<file path="config.mk">
export PLATFORM = sky130hd
export DESIGN_NAME = burst_col_seq
export DESIGN_NICKNAME = d
export VERILOG_FILES = /design/src/rtl/burst_seq_pkg.sv /design/src/rtl/burst_seq_addr.sv /design/src/rtl/burst_seq_ctrl.sv /design/src/rtl/burst_col_seq.sv
export SDC_FILE = /design/constraint.sdc
export NUM_CORES = 1
export LEC_CHECK = 0
export BUFFER_PORTS_ARGS = -buffer_cell sky130_fd_sc_hd__buf_4
export CAP_MARGIN = 30
export CELL_PAD_IN_SITES_DETAIL_PLACEMENT = 0
export CELL_PAD_IN_SITES_GLOBAL_PLACEMENT = 1
export CORE_MARGIN = 8
export CORE_UTILIZATION = 36
export DETAILED_ROUTE_END_ITERATION = 10
export HOLD_SLACK_MARGIN = 0.05
export PLACE_DENSITY = 0.82
export SETUP_SLACK_MARGIN = 0.15
export SLEW_MARGIN = 0
export SYNTH_ARGS = -nofsm -noshare
export SYNTH_HDL_FRONTEND = slang
export SYNTH_SLANG_ARGS = --single-unit
</file>
<file path="constraint.sdc">
create_clock -name clk -period 2.25 [get_ports clk]
set_clock_uncertainty 0.15 [all_clocks]
set_input_delay 0.45 -clock clk [delete_from_list [all_inputs] [get_ports clk]]
set_output_delay 0.45 -clock clk [all_outputs]
set_load 0.1 [all_outputs]
</file>
<file path="src/rtl/burst_seq_pkg.sv">
package burst_seq_pkg;

  typedef enum logic {
    ORDER_SEQ = 1'b0,
    ORDER_XOR = 1'b1
  } order_e;

  // number of beats in a finite burst whose log2 length is lg
  function automatic int unsigned finite_beats(input int unsigned lg);
    return 32'd1 << lg;
  endfunction

  // keep the bits above lg of the start column, and build the low lg bits
  // either by wrapping addition or by XOR with the beat number
  function automatic logic [15:0] merge_low(input logic [15:0] start,
                                            input logic [15:0] beat,
                                            input int unsigned lg,
                                            input logic xor_mode);
    logic [15:0] mask;
    logic [15:0] low;
    mask = (16'd1 << lg) - 16'd1;
    low  = xor_mode ? ((start ^ beat) & mask) : ((start + beat) & mask);
    return (start & ~mask) | low;
  endfunction

endpackage

</file>
<file path="src/rtl/burst_seq_addr.sv">
module burst_seq_addr
  import burst_seq_pkg::*;
#(
  parameter int COL_W  = 9,
  parameter int LG_MAX = 3,
  localparam int N_LEN = LG_MAX + 1,
  localparam int LG_W  = $clog2(N_LEN)
) (
  input  logic [COL_W-1:0] base_col_i,
  input  logic [COL_W-1:0] beat_i,
  input  logic [LG_W-1:0]  lg_i,
  input  logic             page_i,
  input  order_e           order_i,
  output logic [COL_W-1:0] col_o
);

  logic [COL_W-1:0] cand [N_LEN];
  logic [COL_W-1:0] page_col;

  // one candidate column for every finite burst length
  for (genvar g = 0; g < N_LEN; g++) begin : g_len
    assign cand[g] = COL_W'(merge_low(16'(base_col_i), 16'(beat_i),
                                      g, order_i == ORDER_XOR));
  end

  // a full page wraps over the whole column range
  assign page_col = base_col_i + beat_i;

  always_comb begin
    if (page_i) col_o = page_col;
    else        col_o = cand[lg_i];
  end

endmodule

</file>
<file path="src/rtl/burst_seq_ctrl.sv">
module burst_seq_ctrl
  import burst_seq_pkg::*;
#(
  parameter int COL_W  = 9,
  parameter int LG_MAX = 3,
  localparam int LG_W  = $clog2(LG_MAX + 1)
) (
  input  logic             clk,
  input  logic             rst_n,
  input  logic             start_i,
  input  logic             stop_i,
  input  logic [COL_W-1:0] start_col_i,
  input  logic [LG_W-1:0]  lg_i,
  input  logic             page_i,
  input  order_e           order_i,
  output logic             busy_o,
  output logic [COL_W-1:0] beat_o,
  output logic [COL_W-1:0] base_o,
  output logic [LG_W-1:0]  lg_o,
  output logic             page_o,
  output order_e           order_o,
  output logic             last_o,
  output logic             done_o,
  output logic             accept_o,
  output logic             ending_o
);

  logic             busy_q;
  logic             done_q;
  logic [COL_W-1:0] beat_q;
  logic [COL_W-1:0] base_q;
  logic [LG_W-1:0]  lg_q;
  logic             page_q;
  order_e           order_q;
  logic [COL_W-1:0] final_beat;

  assign final_beat = COL_W'(finite_beats(32'(lg_q)) - 1);
  assign accept_o   = start_i & ~busy_q;
  assign last_o     = busy_q & ~page_q & (beat_q == final_beat);
  assign ending_o   = busy_q & (stop_i | last_o);

  always_ff @(posedge clk) begin
    if (!rst_n) begin
      busy_q  <= 1'b0;
      done_q  <= 1'b0;
      beat_q  <= '0;
      base_q  <= '0;
      lg_q    <= '0;
      page_q  <= 1'b0;
      order_q <= ORDER_SEQ;
    end else begin
      done_q <= ending_o;
      if (busy_q) begin
        if (ending_o) busy_q <= 1'b0;
        else          beat_q <= beat_q + 1'b1;
      end else if (start_i) begin
        busy_q  <= 1'b1;
        beat_q  <= '0;
        base_q  <= start_col_i;
        lg_q    <= lg_i;
        page_q  <= page_i;
        order_q <= order_i;
      end
    end
  end

  assign busy_o  = busy_q;
  assign done_o  = done_q;
  assign beat_o  = beat_q;
  assign base_o  = base_q;
  assign lg_o    = lg_q;
  assign page_o  = page_q;
  assign order_o = order_q;

endmodule

</file>
<file path="src/rtl/burst_col_seq.sv">
module burst_col_seq
  import burst_seq_pkg::*;
#(
  parameter int COL_W  = 9,
  parameter int LG_MAX = 3,
  localparam int LG_W  = $clog2(LG_MAX + 1),
  localparam int CODE_W = LG_W + 1
) (
  input  logic              clk,
  input  logic              rst_n,
  input  logic              start_i,
  input  logic [COL_W-1:0]  start_col_i,
  input  logic [CODE_W-1:0] blen_i,
  input  logic              btype_i,
  input  logic              stop_i,
  output logic [COL_W-1:0]  col_o,
  output logic              beat_valid_o,
  output logic              last_o,
  output logic              done_o
);

  logic             busy_w;
  logic [COL_W-1:0] beat_w;
  logic [COL_W-1:0] base_w;
  logic [LG_W-1:0]  lg_w;
  logic             full_w;
  order_e           order_w;
  logic             accept_w;
  logic             ending_w;
  order_e           order_in_w;

  assign order_in_w = btype_i ? ORDER_XOR : ORDER_SEQ;

  burst_seq_ctrl #(.COL_W(COL_W), .LG_MAX(LG_MAX)) u_ctrl (
    .clk        (clk),
    .rst_n      (rst_n),
    .start_i    (start_i),
    .stop_i     (stop_i),
    .start_col_i(start_col_i),
    .lg_i       (blen_i[LG_W-1:0]),
    .page_i     (blen_i[LG_W]),
    .order_i    (order_in_w),
    .busy_o     (busy_w),
    .beat_o     (beat_w),
    .base_o     (base_w),
    .lg_o       (lg_w),
    .page_o     (full_w),
    .order_o    (order_w),
    .last_o     (last_o),
    .done_o     (done_o),
    .accept_o   (accept_w),
    .ending_o   (ending_w)
  );

  burst_seq_addr #(.COL_W(COL_W), .LG_MAX(LG_MAX)) u_addr (
    .base_col_i(base_w),
    .beat_i    (beat_w),
    .lg_i      (lg_w),
    .page_i    (full_w),
    .order_i   (order_w),
    .col_o     (col_o)
  );

  assign beat_valid_o = busy_w;

endmodule

</file>
# [Word-level counts from Yosys, hierarchy flattened]
# Cells that the tools add are included.
[word_totals] reg_bits=24 output_inout_bits=12
[classes] n_addsub=4 magnitude_cmp=1 n_eq_ne=2 shifts=1 mux=14 n_bitwise=11 n_reduce_logical=3
[ops] op="$mux W9" count=6
[ops] op="$bmux W9 S2" count=1
[ops] op="$add A9 B1 Y9 const B" count=1
[ops] op="$add A9 B9 Y9" count=1
[ops] op="$eq A9 B9 Y1" count=1
[ops] op="$or A9 B1 Y9" count=1
[ops] op="$or A9 B2 Y9" count=1
[ops] op="$or A9 B3 Y9" count=1
[ops] op="$shl A1 B2 Y9 const A" count=1
[ops] op="$sub A9 B1 Y9 const B" count=1
[ops] op="$mux W1" count=5
[ops] op="$reduce_and A2 Y1" count=2
[ops] op="$add A3 B3 Y3" count=1
[ops] op="$and A1 B1 Y1" count=3
[ops] op="$ge A3 B3 Y1 const B" count=1
[ops] op="$mux W3" count=1
[ops] op="$not A2 Y3" count=1
[ops] op="$xor A3 B3 Y3" count=1
[ops] op="$mux W2" count=1
[ops] op="$ne A2 B2 Y1 const B" count=1
[ops] op="$not A1 Y1" count=2
[ops] op="$reduce_bool A2 Y1" count=1
[ops] op="$or A1 B1 Y1" count=1

# [Longest topological paths before layout]
# Gate-level depths: netlist of the first run.
[logic_depth] depth_word=8 ltp_mapped=8 mapped_depth_nobuf=8

# [Hierarchy]
# A second synthesis of the first run with hierarchy kept.
[hier_totals] cells_unflattened=190 hier_area_um2=1546.5
[modules_own_cells] module="burst_seq_ctrl" instances=1 cells_each=132 area_per_inst_um2=1077.3 seq_area_each_um2=480.5
[modules_own_cells] module="burst_seq_addr" instances=1 cells_each=58 area_per_inst_um2=469.2 seq_area_each_um2=0.0

# [Worst setup path after synthesis of the first run]
# Ideal clock, no wire load.
[synth_timing] kind="register -> output" startpoint="reg u_ctrl.beat_q[0], in the netlist u_ctrl.beat_o[0]" endpoint="out col_o[2]" t_arrival_ns=3.531 slack_ns=-1.881 stages_incl_launch_ff=6 path_cell_list="dfxtp_1 -> ha_1 -> inv_1 -> fa_1 -> xor2_1 -> o32ai_1"
[synth_via] elab_chain_len=7 word_cells_on_any_way=8
[synth_rtl] item="start, declared" line="burst_seq_ctrl.sv:30" text="logic [COL_W-1:0] beat_q;"
[synth_rtl] item="start signal, assigned" line="burst_seq_ctrl.sv:55" text="else beat_q <= beat_q + 1'b1;"
[synth_rtl] item="$add A3 B3 Y3"
[synth_rtl] item="$mux W3" line="burst_seq_pkg.sv:22" text="low = xor_mode ? ((start ^ beat) & mask) : ((start + beat) & mask);"
[synth_rtl] item="$or A9 B3 Y9" line="burst_seq_pkg.sv:23" text="return (start & ~mask) | low;"
[synth_rtl] item="$bmux W9 S2" line="burst_seq_addr.sv:31" text="else col_o = cand[lg_i];"
[synth_rtl] item="$mux W9 (not written as such) (2 in series)" line="burst_seq_addr.sv:31"
[synth_rtl] item="$mux W9 (*)" line="burst_seq_addr.sv:30" text="if (page_i) col_o = page_col;"
[synth_rtl] item="end, declared" line="burst_col_seq.sv:16" text="output logic [COL_W-1:0] col_o,"
# Every way passes the cells marked *; elsewhere a longest branch is shown, timed or not. The select of a mux whose other input is x is not followed.

# [Worst setup path after layout of the first run]
[layout_timing] startpoint="reg u_ctrl.beat_q[1], in the netlist u_ctrl.beat_o[1]" endpoint="out col_o[5]"
[layout_via] elab_chain_len=2
[layout_rtl] item="$add A9 B9 Y9" line="burst_seq_addr.sv:27" text="assign page_col = base_col_i + beat_i;"
[layout_rtl] item="$mux W9" line="burst_seq_addr.sv:30"
# Every way passes these cells.

==> out/qor.txt, run 1 <==
Status: finished, violations left
Failing checks: setup timing
Die height: 83.5 µm
CP max-delay cell: dfxtp_2
Final setup violation count: 8
Area contributors post-synth: dfxtp_1 29%, nand2_1 9.2%, ha_1 6.9%, a21oi_1 5.8%, mux2_2 3.4%
Final Max Slew Viols: 0
Fmax: 350 MHz
Post-Layout Inst Area: 2710 µm²
Max Cap Violations: 0
Pint: 0.745 mW
Synth-to-layout area growth: 65.6%
Overflow after GRT: 0
DR DRC count: 0
RSZ-0062 raised after global routing: yes
Total track usage: 14.0%
Cell row count: 24
Number of diodes: 0
Worst path max stage delay: 330 ps
Post-route minimum period: 2860 ps
Syn avg cell area: 7.81 µm²
Core region area: 4380 µm²
Die Span X: 83.5 µm
Max-slew headroom: 71.2%
Final TNS setup: -3590 ps
Sw frac: 36.1%
Combinational power share: 37.2%
Hold Crit Class: in2reg
Sink Count: 24
Worst-path cell chain: ha_1 -> a21oi_1 -> o21ai_0 -> o21a_1 -> or3_1 -> a31o_4 -> buf_6
Peak supply drop: 0.458 mV
Routed len/inst: 14.8 µm
CTS Buf Count: 3
CTS tree: built
Initial DRC count: 106
Post-synth EDFFs: 0
Setup crit start kind: flip-flop
Initial core utilization: 37.4%
Count of antenna-violating nets left after detailed routing: 0
Data arrival, critical path: 2260 ps
Leakage: 1.14 nW
Distinct cell type count after synthesis: 52
Pwr per Cell Area: 429 nW/µm²
Synth top area share: 29.3%
CTS Root Cell: clkbuf_8
Clk network pwr share: 23.2%
Antenna violations before repair: 0
Layout cells sized above 1: 44.6%
Slew of the pin with the lowest slew margin: 428 ps
Top post-synthesis cells by count: 40 x nand2_1, 24 x dfxtp_1, 19 x a21oi_1
Worst path required time: 1650 ps
DR vias: 1809
Buffers on Ports: 28
Placed instance area: 2340 µm²
Vias per inst: 5.37
Ports: 29
Post-CTS Hold Buffers: 0
Synth warnings: 0
Fin. Hold Viols: 0
Post-layout util: 61.9%
Setup WS post-layout: -608 ps
Cell Area, Synth: 1640 µm²
DIE AREA: 6970 µm²
Reg clk slew, reported paths: 90 ps
Largest net degree at the start of global routing: 15
NumNets Final: 313
Cell with the most instances after synthesis: nand2_1
Crit share post-route: 127%
Mapped Cells: 210
Sequential area share after synthesis: 29.3%
Drt pass-1 iters: 4
H-tree depth: 1
Routability cong.: 0.857
Worst setup path class: reg2out
Synth Flop Type: dfxtp_1
Worst-path maximum fanout: 3
Synth Register Bits: 24
Clock Latency Late Sink: 270 ps
Reg2Reg Setup Slack: 300 ps
DP Wirelength: 3.48 mm
Asr flop ratio synth: 0%
Crit. End Element: output pin
First-pass GRT wire length: 8.36 mm
Cell taking the most area after synthesis: dfxtp_1
Vias in the first global route: 1774
Mapped Nets: 237
Sw Pwr: 0.420 mW
WL final: 5.00 mm
Max Buffers Root-to-Sink: 2
Sequential share of power: 39.6%
==> through the flow <==
| stage | setup WS, ps | power (mW) | cells | hold WS [ps] |
|---|---|---|---|---|
| 6_report | -608 | 1.17 | 337 | 259 |
| 3_5_place_dp | -430 | 0.833 | 323 | 343 |
| 2_1_floorplan | -271 | 0.722 | 210 | 298 |
| 4_1_cts | -613 | 1.15 | 329 | 256 |
| 3_3_place_gp | -360 | 0.830 | 323 | 329 |
| 5_1_grt | -721 | 1.22 | 337 | 247 |
==> placed cells by master (no fill, tap or decap), drive strengths merged, types with 5 or more instances in the layout <==
cell type,n
o21ai,7
nor2b,6
nand2,40
a21oi,19
dfxtp,24
buf,81
ha,9
nor3,8
mux2,5
nor2,10
inv,6
==> cell type report <==
| cell class | instances | area [µm²] |
|---|---|---|
| sequential | 24 | 507 |
| fill | 376 | 1670 |
| clock buffer | 3 | 41.3 |
| tap | 52 | 65.1 |
| clock inverter | 1 | 3.75 |
| multi-input combinational | 170 | 1340 |
| inverter | 6 | 22.5 |
| timing repair buffer | 81 | 737 |
==> metal layers <==
metal | vias up | share of wire, % | GRT usage, %
li1 | 929 | - | -
met1 | 843 | 46 | 16.5
met2 | 35 | 50 | 24.6
met3 | 2 | 3.7 | 3.71
met4 | 0 | 0.48 | 2.83
met5 | - | 0 | 0
==> timing repair <==
action,4_1_cts,5_1_grt
setup endpoints to repair,16,15
pin swaps,7,7
buffers inserted,2,7
gates cloned,0,1
resized for setup,45,13
==> sequential cells by signal (all words and copies together) (netlist names) <==
register / count
u_ctrl.base_o: 9
u_ctrl.lg_o: 2
u_ctrl.page_o: 1
u_ctrl.done_o: 1
u_ctrl.busy_o: 1
u_ctrl.beat_o: 9
u_ctrl.order_o: 1
==> worst paths after layout <==
check             depth (start not counted)                to              from
setup reg to reg                          7  u_ctrl.beat_o[3]  u_ctrl.beat_o[7]
hold reg to reg                           2  u_ctrl.base_o[8]  u_ctrl.base_o[8]
setup / recovery                          7          col_o[5]  u_ctrl.beat_o[1]
hold / removal                            3    u_ctrl.lg_o[1]         blen_i[1]
==> cells by family after synthesis <==
kind of cell,count (synthesis),synth area share [%]
fa+ha+maj,10,8.09
xor+xnor,3,1.60
buf+inv,17,4.66
simple gates,92,27.7
flops,24,29.3
compound gates,58,24.6
mux,6,4.05
==> worst max-delay path: cells and delay by family, from the launching register on <==
kind / cells / cell delay [ps]
adder cells (fa/ha/maj): 1 / 300
flip-flops: 1 / 330
buffers and inverters: 1 / 180
AND/OR/NAND/NOR: 1 / 320
AO/OA/AOI/OAI: 4 / 850
==> power groups by stage <==
| stage | combinational, mW | sequential [mW] | clock [mW] |
|---|---|---|---|
| CTS | 0.410 | 0.463 | 0.279 |
| detailed placement | 0.362 | 0.470 | 0 |
| finish | 0.434 | 0.461 | 0.271 |
| global placement | 0.361 | 0.469 | 0 |
| global route | 0.460 | 0.464 | 0.296 |
| floorplan | 0.244 | 0.478 | 0 |
Power figures use the tool's default switching activity.
==> inputs of run 2 (changes only) <==
SKIP_LAST_GASP = 1   (was default)
==> run 2 against run 1 <==
Against the previous run: the flow still finishes with violations (setup timing); critical path depth unchanged; combinational power is essentially flat; clock power about the same; count of clock-buffer cells in the layout unchanged; sequential share of layout area down 0.19 points; register-to-register slack got worse by 210 ps; non-clock buffer count up 3; global-route usage is 0.10 points lower; design area rose by 1.3%; power is 0.12% higher; first-iteration DRC count down 3.8%; routed wire length increased by 1.8%.
==> out/qor.txt, run 2 (same netlist as run 1, synthesis figures left out) <==
Max Cap Violations: 0 (unchanged)
Initial DRC count: 102 (-3.8%)
Setup crit start: u_ctrl.beat_o[1]
Synth-to-layout area growth: 67.7%
Max-slew headroom: 65.8% (-5.4 points)
Initial core utilization: 37.4% (unchanged)
Placed instance area: 2340 µm² (unchanged)
Number of diodes: 0 (unchanged)
CTS Root Cell: clkbuf_8
Slew of the pin with the lowest slew margin: 510 ps (+82.1 ps)
Worst path max stage delay: 330 ps (about the same)
DIE AREA: 6970 µm² (unchanged)
Hold_sp: blen_i[1]
Crit. End Element: output pin
Largest net degree at the start of global routing: 15 (unchanged)
Reg2reg end: u_ctrl.beat_o[4]
Reg2Reg Setup Slack: 90 ps (-210 ps)
Hold Crit Class: in2reg
Most common cell after layout, fill and taps aside: buf_4
CTS tree: built
Ports: 29 (unchanged)
Worst path top cell family by delay: compound AO/OA/AOI/OAI gates
Vias in the first global route: 1765 (-0.51%)
Routability cong.: 0.857 (unchanged)
Cell row count: 24 (unchanged)
DR vias: 1833 (+1.3%)
Crit share post-route: 127% (about the same)
Final Max Slew Viols: 0 (unchanged)
Routed len/inst: 15.0 µm (+0.94%)
Vias per inst: 5.39 (+0.43%)
Post-CTS Hold Buffers: 0 (unchanged)
DR DRC count: 0 (unchanged)
Antenna violations before repair: 0 (unchanged)
Commonest non-fill, non-tap cells in the layout: 70 x buf_4, 39 x nand2_1, 18 x a21oi_1
Reg clk slew, reported paths: 90 ps (about the same)
First-pass GRT wire length: 8.33 mm (-0.41%)
Die Span X: 83.5 µm (unchanged)
RSZ-0062 raised after global routing: yes
Data arrival, critical path: 2260 ps (about the same)
Worst path required time: 1650 ps (about the same)
Post-Layout Inst Area: 2750 µm² (+1.3%)
Max Buffers Root-to-Sink: 2 (unchanged)
NumNets Final: 316 (+0.96%)
Critical path endpoint: col_o[5]
Drt pass-1 iters: 4 (unchanged)
Fin. Hold Viols: 0 (unchanged)
Final setup violation count: 9 (+1)
CP max-delay cell: dfxtp_2
DP Wirelength: 3.48 mm (unchanged)
Fmax: 350 MHz (about the same)
Sink Count: 24 (unchanged)
Die height: 83.5 µm (unchanged)
WL final: 5.09 mm (+1.8%)
Pwr per Cell Area: 424 nW/µm² (-1.2%)
Crit path depth: 7 (unchanged)
Worst-path cell chain: ha_1 -> a21oi_1 -> o21ai_0 -> o21a_1 -> or3_1 -> a31o_4 -> buf_6
Post-route minimum period: 2860 ps (-0.0460 ps)
Count of antenna-violating nets left after detailed routing: 0 (unchanged)
Worst setup path class: reg2out
Core region area: 4380 µm² (unchanged)
Setup WS post-layout: -608 ps (+0.0460 ps)
Setup crit start kind: flip-flop
Layout filler cell count: 369 (-1.9%)
Peak supply drop: 0.458 mV (about the same)
CTS Buf Count: 3 (unchanged)
Clock Latency Late Sink: 270 ps (about the same)
Cell count of the worst reg-to-reg path: 7 (unchanged)
Status: finished, violations left
Total track usage: 13.9% (-0.10 points)
Final hold slack: 258 ps (-1.80 ps)
Buffers on Ports: 28 (unchanged)
H-tree depth: 1 (unchanged)
Overflow after GRT: 0 (unchanged)
Worst reg2reg startpoint: u_ctrl.beat_o[2]
WP buf/inv: 1 (unchanged)
Layout cells sized above 1: 46.5% (+2.0 points)
Leakage: 1.15 nW (+0.87%)
Failing checks: setup timing
Worst-path maximum fanout: 3 (unchanged)
-- run 2: stage by stage --
step	utilization, %	total power, mW	setup TNS, ps	setup slack, ps	cells
6_report	62.7	1.17	-3600	-608	340
5_1_grt	62.7	1.22	-4470	-722	340
4_1_cts	59.0	1.15	-3480	-613	329
3_5_place_dp	53.4	0.833	-1550	-430	323
3_3_place_gp	53.4	0.830	-1410	-360	323
2_1_floorplan	-	0.722	-1230	-271	210
-- run 2: worst min path at each step --
stage,to,depth (start not counted)
global route,u_ctrl.lg_o[0],3
finish,u_ctrl.lg_o[1],3
global placement,u_ctrl.base_o[8],2
floorplan,u_ctrl.base_o[5],2
CTS,u_ctrl.lg_o[1],3
detailed placement,u_ctrl.base_o[8],2
-- run 2: worst register-to-register path, stage by stage, from the launching register on --
cell,delay [ps]
dfxtp_4,370
buf_6,120
and3_4,150
o211ai_1,430
buf_4,220
o21ai_4,80
or4b_1,480
o211ai_1,90
-- run 2: final cells by class --
cell class                      instances  area [µm²]  area share (%)
Clock buffer                            3        41.3            1.50
Clock inverter                          1        3.75           0.137
Inverter                                6        22.5           0.819
Multi-Input combinational cell        170        1360            49.5
Sequential cell                        24         508            18.5
Tap cell                               52        65.1            2.37
Timing Repair Buffer                   84         748            27.2
-- run 2: repair_timing --
item                       in CTS  in global routing
pin swaps                       7                  6
gates cloned                    0                  1
buffers inserted                2                 10
resized for setup              42                 18
setup endpoints to repair      16                 16
-- run 2: metal layers --
metal  wire (µm)  vias up  track usage (%)
met5           0        -                0
met2        2540       34             24.2
li1            -      935                -
met3         227        2             3.71
met4          24        0             2.83
met1        2300      862             16.6
-- run 2: power by group --
part	internal [mW]	total (mW)	switching, mW
Combinational	0.185	0.437	0.253
Clock	0.122	0.269	0.147
Sequential	0.438	0.461	0.0224
